**config.mk**
```make
export PLATFORM = sky130hd
export DESIGN_NAME = prio_irq_ctrl
export DESIGN_NICKNAME = d
export VERILOG_FILES = /design/src/rtl/pic_pkg.sv /design/src/rtl/pic_edge_latch.sv /design/src/rtl/pic_prio_enc.sv /design/src/rtl/prio_irq_ctrl.sv
export SDC_FILE = /design/constraint.sdc
export NUM_CORES = 1
export LEC_CHECK = 0
export BUFFER_PORTS_ARGS = -buffer_cell sky130_fd_sc_hd__buf_4
export CORE_MARGIN = 2
export CORE_UTILIZATION = 42
export DETAILED_ROUTE_END_ITERATION = 8
export GPL_TIMING_DRIVEN = 0
export PLACE_DENSITY = 0.87
export SKIP_CTS_REPAIR_TIMING = 1
export SLEW_MARGIN = 10
export SYNTH_ARGS = -nofsm -noshare
export SYNTH_HDL_FRONTEND = slang
export SYNTH_SLANG_ARGS = --single-unit
```
**constraint.sdc**
```tcl
create_clock -name clk_i -period 1.45 [get_ports clk_i]
set_input_delay 0.0725 -clock clk_i [delete_from_list [all_inputs] [get_ports clk_i]]
set_output_delay 0.0725 -clock clk_i [all_outputs]
set_load 0.005 [all_outputs]
```
**src/rtl/pic_pkg.sv**
```systemverilog
package pic_pkg;
  localparam int unsigned NUM_PINS = 8;
  localparam int unsigned NSRC     = 2 * NUM_PINS;
  localparam int unsigned DATA_W   = 32;
  localparam int unsigned IDX_W    = $clog2(NSRC);
  localparam int unsigned VEC_W    = 6;

  typedef enum logic [1:0] {
    OFS_PEND = 2'd0,
    OFS_MASK = 2'd1,
    OFS_VEC  = 2'd2
  } reg_ofs_e;
endpackage

```
**src/rtl/pic_edge_latch.sv**
```systemverilog
module pic_edge_latch #(
  parameter int unsigned N = 8
) (
  input  logic         clk_i,
  input  logic         rst_ni,
  input  logic [N-1:0] pin_i,
  input  logic [N-1:0] clr_i,
  output logic [N-1:0] pend_o
);
  logic [N-1:0] prev_q;
  logic [N-1:0] fall;

  assign fall = prev_q & ~pin_i;

  always_ff @(posedge clk_i or negedge rst_ni) begin
    if (!rst_ni) begin
      prev_q <= '1;
      pend_o <= '0;
    end else begin
      prev_q <= pin_i;
      pend_o <= (pend_o & ~clr_i) | fall;  // set wins over acknowledge
    end
  end

  for (genvar k = 0; k < N; k++) begin : g_chk
    AST_EDGE_SETS: assert property (@(posedge clk_i) disable iff (!rst_ni)
      fall[k] |=> pend_o[k]);
    AST_ACK_CLEARS: assert property (@(posedge clk_i) disable iff (!rst_ni)
      (clr_i[k] && !fall[k]) |=> !pend_o[k]);
  end
endmodule

```
**src/rtl/pic_prio_enc.sv**
```systemverilog
module pic_prio_enc #(
  parameter int unsigned N     = 16,
  parameter int unsigned IDX_W = $clog2(N)
) (
  input  logic             clk_i,
  input  logic             rst_ni,
  input  logic [N-1:0]     req_i,
  output logic [IDX_W-1:0] idx_o,
  output logic             valid_o
);
  always_comb begin
    idx_o   = '0;
    valid_o = 1'b0;
    for (int k = N - 1; k >= 0; k--) begin
      if (req_i[k]) begin
        idx_o   = IDX_W'(k);
        valid_o = 1'b1;
      end
    end
  end

  logic [N-1:0] higher;
  assign higher = (N'(1) << idx_o) - N'(1);

  AST_NO_HIGHER_REQ: assert property (@(posedge clk_i) disable iff (!rst_ni)
    valid_o |-> ((req_i & higher) == '0) && req_i[idx_o]);
endmodule

```
**src/rtl/prio_irq_ctrl.sv**
```systemverilog
module prio_irq_ctrl
  import pic_pkg::*;
(
  input  logic                clk_i,
  input  logic                rst_ni,
  input  logic                we_i,
  input  logic [1:0]          addr_i,
  input  logic [DATA_W-1:0]   wdata_i,
  output logic [DATA_W-1:0]   rdata_o,
  input  logic [NUM_PINS-1:0] pin_i,
  input  logic [NUM_PINS-1:0] lvl_i,
  output logic                irq_o
);
  localparam int unsigned TOP = DATA_W - 1;
  localparam int unsigned LOW = DATA_W - NSRC;

  logic [NSRC-1:0]     mask_q;
  logic [NUM_PINS-1:0] pin_pend;
  logic [NUM_PINS-1:0] pin_clr;
  logic [NSRC-1:0]     pend_fld;  // bit position within 31:16 field
  logic [NSRC-1:0]     req;       // indexed by priority
  logic [IDX_W-1:0]    win_idx;
  logic                win_vld;
  logic [DATA_W-1:0]   pend_word, mask_word, vec_word;
  logic                unused_wdata;

  assign unused_wdata = ^wdata_i[LOW-1:0];

  for (genvar p = 0; p < NUM_PINS; p++) begin : g_map
    assign pin_clr[p] = we_i && (addr_i == OFS_PEND) && wdata_i[TOP - 2*p];
    assign pend_fld[NSRC-1 - 2*p]     = pin_pend[p];
    assign pend_fld[NSRC-1 - (2*p+1)] = lvl_i[p];
  end

  for (genvar i = 0; i < NSRC; i++) begin : g_req
    assign req[i] = pend_fld[NSRC-1 - i] & mask_q[NSRC-1 - i];
  end

  pic_edge_latch #(.N(NUM_PINS)) u_latch (
    .clk_i  (clk_i),
    .rst_ni (rst_ni),
    .pin_i  (pin_i),
    .clr_i  (pin_clr),
    .pend_o (pin_pend)
  );

  pic_prio_enc #(.N(NSRC), .IDX_W(IDX_W)) u_enc (
    .clk_i   (clk_i),
    .rst_ni  (rst_ni),
    .req_i   (req),
    .idx_o   (win_idx),
    .valid_o (win_vld)
  );

  always_ff @(posedge clk_i or negedge rst_ni) begin
    if (!rst_ni)                            mask_q <= '0;
    else if (we_i && addr_i == OFS_MASK)    mask_q <= wdata_i[TOP:LOW];
  end

  assign pend_word = {pend_fld, {LOW{1'b0}}};
  assign mask_word = {mask_q, {LOW{1'b0}}};
  assign vec_word  = win_vld ? {VEC_W'(win_idx), {(DATA_W-VEC_W){1'b0}}} : '0;
  assign irq_o     = |(pend_word & mask_word);

  always_comb begin
    unique case (addr_i)
      OFS_PEND: rdata_o = pend_word;
      OFS_MASK: rdata_o = mask_word;
      OFS_VEC:  rdata_o = vec_word;
      default:  rdata_o = '0;
    endcase
  end

  AST_MASK_READBACK: assert property (@(posedge clk_i) disable iff (!rst_ni)
    (we_i && addr_i == OFS_MASK) |=> mask_word[TOP:LOW] == $past(wdata_i[TOP:LOW]));
  AST_IDLE_VEC_ZERO: assert property (@(posedge clk_i) disable iff (!rst_ni)
    !irq_o |-> (vec_word == '0));
  AST_IRQ_HAS_WINNER: assert property (@(posedge clk_i) disable iff (!rst_ni)
    irq_o |-> (pend_word[TOP - win_idx] && mask_word[TOP - win_idx]));
  AST_LOW_BITS_ZERO: assert property (@(posedge clk_i) disable iff (!rst_ni)
    rdata_o[LOW-1:0] == '0);
endmodule

```
* After elaboration in Yosys (flattened, before gate mapping)
Index checks and enable logic that the tools add are counted.
Word-level totals: register bits 32, bits in latches 0, memory bits (writable) 0, ROM bits 0, input bits 53, logic and storage cells 73, memories 0
Cells by class: add/subtract/negate cells 0, multiply operators 0, divide/modulo/power cells 0, magnitude comparators 0, eq/ne operators 2, shift operators 0, muxes and demuxes 34, bitwise logic cells 22, reductions and logical operators 12
Operators with widths (count):
- 32-bit case mux with 3 select lines | 1
- 4-bit 2-to-1 mux | 16
- 32-bit bitwise AND | 1
- 32-bit OR reduction | 1
- 30-bit 2-to-1 mux | 1
- 1-bit bitwise AND | 16
- 8-bit bitwise AND | 2
- 1-bit 2-to-1 mux | 16
- 8-bit NOT | 2
- 1-bit logical AND | 10
- 8-bit OR | 1
- 2-bit by 1-bit == test with 1-bit output, second input constant | 1
- 2-bit == test, second input constant | 1
- 2-bit logical NOT | 1

* Longest topological paths before layout
depth after elaboration 19, depth in mapped cells 5, gate-level depth less buffers 4

* Hierarchy
Synthesis repeated with hierarchy kept, for this count alone.
Unflattened totals: cells, all modules 195, area, all modules 1935.6 µm²
By module, submodules not included:
- prio_irq_ctrl | instances 1, cells an instance 122, area an instance 1186.1 µm²
- pic_edge_latch | instances 1, cells an instance 40, area an instance 570.5 µm²
- pic_prio_enc | instances 1, cells an instance 33, area an instance 178.9 µm²

* Worst setup path after synthesis
No wires, ideal clock.
path kind reg2out, start point register mask_q[14], end point output rdata_o[29], arrival time 1.454 ns, slack -0.077 ns, stages on the path, launching flop included 5, buffers on the path 0, cell sequence dfrtp_1 a222oi_1 nand4_1 or3b_1 a22oi_2
On the way: cells in the longest elaborated chain, start to end 5
Ends and longest elaborated chain:
- from (decl) | RTL line prio_irq_ctrl.sv:17 | logic [NSRC-1:0] mask_q;
- from (signal assigned) | RTL line prio_irq_ctrl.sv:57 | else if (we_i && addr_i == OFS_MASK) mask_q <= wdata_i[TOP:LOW];
- 1-bit bitwise AND (*) | RTL line prio_irq_ctrl.sv:36 | assign req[i] = pend_fld[NSRC-1 - i] & mask_q[NSRC-1 - i];
- 4-bit 2-to-1 mux or 1-bit 2-to-1 mux (tied branches) (2 in a row) | RTL line pic_prio_enc.sv:15 | if (req_i[k]) begin
- 30-bit 2-to-1 mux (*) | RTL line prio_irq_ctrl.sv:62 | assign vec_word = win_vld ? {VEC_W'(win_idx), {(DATA_W-VEC_W){1'b0}}} : '0;
- 32-bit case mux with 3 select lines (*) | RTL line prio_irq_ctrl.sv:66 | unique case (addr_i)
- to (decl) | RTL line prio_irq_ctrl.sv:9 | output logic [DATA_W-1:0] rdata_o,
Every way passes the cells marked *; elsewhere a longest branch is shown, timed or not.

* Worst setup path in the final report
Ends and elaborated chain as after synthesis.

==> results.py <==
metrics = {
    "status": {
        "violations": "negative setup slack",
        "status": "finished, violations left",
    },
    "grt": {
        "grt_max_degree": 33,
        "grt_use_total": 0.193,
        "antenna_found_initial": 0,
        "globalRouteOverflowTotal": 0,
        "grt_pass1_vias": 1565,
        "grt_pass1_wl_mm": 7.37,
    },
    "placed_design": {
        "dpl-instance-area_um2": 2320,
        "routabilityCongestion": 0.934,
        "portBuffers": 52,
        "placed_cells": 299,
        "dp_hpwl_mm": 3.39,
    },
    "detailed_routing": {
        "wl_mm": 4.74,
        "vias_per_cell": 5.14,
        "ant_nets": 0,
        "route.detailed.drc": 0,
        "drt_iter0_drc": 82,
        "wl_per_cell_um": 14.6,
        "vias": 1671,
        "drtPass1Iterations": 4,
    },
    "setup_path": {
        "critPathArrivalTime_ns": 1.98,
        "rr_worst_depth": 2,
        "worstReg2RegEnd": "mask_q[14]$_DFFE_PN0P_",
        "cp-endpoint": "rdata_o[29]",
        "end_kind": "primary output",
        "cp-start-kind": "register",
        "reg2reg_slack_ns": 0.57,
        "critical_path_class": "reg -> out",
        "startpoint": "mask_q[14]$_DFFE_PN0P_",
        "crit_path_max_fanout": 3,
        "r2r-start": "mask_q[14]$_DFFE_PN0P_",
        "cp.required_ns": 1.38,
    },
    "clocking": {
        "htreeDepth": 2,
        "clock_sinks": 32,
        "cts-root-buf": "clkbuf_8",
        "numCtsBuffers": 5,
        "clk_latency_ns": 0.29,
        "path_clk_slew_ns": 0.07,
        "cts_tree": "built",
        "clock_path_buffers": 2,
    },
    "sta": {
        "rsz0062_at_grt": "yes",
        "fin_skew_ns": 0.000516,
        "finalCritPeriodShare": 1.42,
        "tightest_slew_ns": 0.658,
        "finalCriticalPeriod_ns": 2.05,
        "drv_slew": 0,
        "relSlewSlack": 0.559,
        "fmax_mhz": 487,
        "finalHoldViolCount": 0,
        "setup_slack_ns": -0.604,
        "setup_viol": 5,
        "tns_ns": -2.62,
    },
    "floorplan": {
        "die_area_um2": 4840,
        "row_count": 23,
        "ioPinCount": 86,
        "start_util": 0.445,
        "coreArea_um2": 4060,
        "fp.dieW_um": 69.5,
        "die_y_um": 69.5,
    },
    "cells_and_area": {
        "layout.cells.non_filler": 325,
        "final_cell_mix": "buf_4 (75), nand2_1 (29), dfrtp_1 (24)",
        "nets": 327,
        "fin_area_um2": 2620,
        "layout-drive-gt1-share": 0.444,
        "fillCellCount": 339,
        "antennaDiodeCount": 0,
        "area_growth_pct": 45.4,
        "final_common_cell": "buf_4",
    },
    "power_and_ir_drop": {
        "leakage_nw": 1.30,
        "p_per_area_nw_per_um2": 1060,
        "finalPower_mw": 2.77,
        "vdd_drop_max_mv": 0.724,
    },
    "synth": {
        "postSynth.asyncResetShare": 1.00,
        "synth-main-ff-cell": "dfrtp_1",
        "syn_inst": 182,
        "ys_ff_latch": 32,
        "syn_avg_cell_area_um2": 9.91,
        "ys_seq_area_frac": 0.449,
        "synth-edff-count": 0,
        "syn_area_um2": 1800,
        "synth_area_leader_cell": "dfrtp_1",
        "synthTopCellsByArea": "dfrtp_1 (33%), dfstp_2 (12%), mux2_2 (10%), mux2i_1 (7.8%), buf_4 (6.7%)",
        "yosysTopAreaCellShare": 0.333,
        "yosysUniqueCellTypes": 33,
        "ys_warn_count": 0,
    },
    "run": {
        "maxCapViolCount": 0,
    },
    "worst_hold_path": {
        "hold_path.class": "in -> reg",
    },
}
==> power breakdown <==
group / internal (mW) / switching, mW / total [mW] / leakage, nW
logic: 0.441 / 0.331 / 0.772 / 0.897
clock network: 0.508 / 0.350 / 0.858 / 0.0541
registers: 1.02 / 0.124 / 1.14 / 0.352
==> state kept, by name (all words and copies together) (netlist names) <==
signal	count
u_latch.pend_o	8
mask_q	16
u_latch.prev_q	8
==> cells by family after synthesis <==
family          after synthesis  synth area share
compound gates               35             0.139
buf+inv                      30            0.0985
flops                        32             0.449
mux                          30             0.178
simple gates                 54             0.134
other cells                   1           0.00208
==> Yosys cell counts, drive strengths merged, types with 3 or more instances <==
cell type / number
a21oi: 4
a22o: 5
a22oi: 4
and2: 3
buf: 20
dfrtp: 24
dfstp: 8
inv: 9
mux2: 16
mux2i: 14
nand2: 29
nand3: 3
nor2: 13
o21ai: 10
==> metrics by stage <==
step                setup slack (ns)   util  hold slack, ns
floorplan                    -0.0739      -          -0.223
global placement              -0.409  0.571          0.0269
detailed placement            -0.393  0.571          0.0304
CTS                           -0.717  0.599          -0.287
global route                  -0.674  0.647         0.00100
finish                        -0.604  0.647         0.00956
==> critical path: stages, from the launching register on <==
cell,delay [ns]
dfrtp_1,0.39
a222oi_1,0.40
nand4_1,0.18
or3b_1,0.44
a22oi_2,0.16
buf_4,0.13
==> worst min path at each step <==
| stage | from | endpoint | slack (ns) | cells after the start |
|---|---|---|---|---|
| final | wdata_i[20] | mask_q[4]$_DFFE_PN0P_ | 0.01 | 2 |
| after global routing | wdata_i[20] | mask_q[4]$_DFFE_PN0P_ | 0.001 | 2 |
| after detailed placement | rst_ni | u_latch.pend_o[3]$_DFF_PN0_ | 0.03 | 1 |
| after global placement | rst_ni | u_latch.pend_o[3]$_DFF_PN0_ | 0.03 | 1 |
| after CTS | rst_ni | mask_q[15]$_DFFE_PN0P_ | -0.29 | 1 |
| after floorplan | rst_ni | mask_q[0]$_DFFE_PN0P_ | -0.22 | 0 |
==> metal layers <==
layer / GRT usage / share of wire / up-vias
li1: - / - / 797
met1: 0.230 / 0.42 / 803
met5: 0 / 0 / -
met4: 0.0610 / 0.012 / 0
met2: 0.324 / 0.50 / 64
met3: 0.0698 / 0.071 / 7
==> cell type report <==
type	count	area (µm²)	share of cell area
sequential	32	811	0.309
clock buffer	5	68.8	0.0262
inverter	9	33.8	0.0129
timing repair buffer	70	554	0.211
multi-input combinational	135	907	0.346
tap	50	62.6	0.0238
clock inverter	3	42.5	0.0162
buffer	21	144	0.0548
Power figures use the tool's default switching activity.
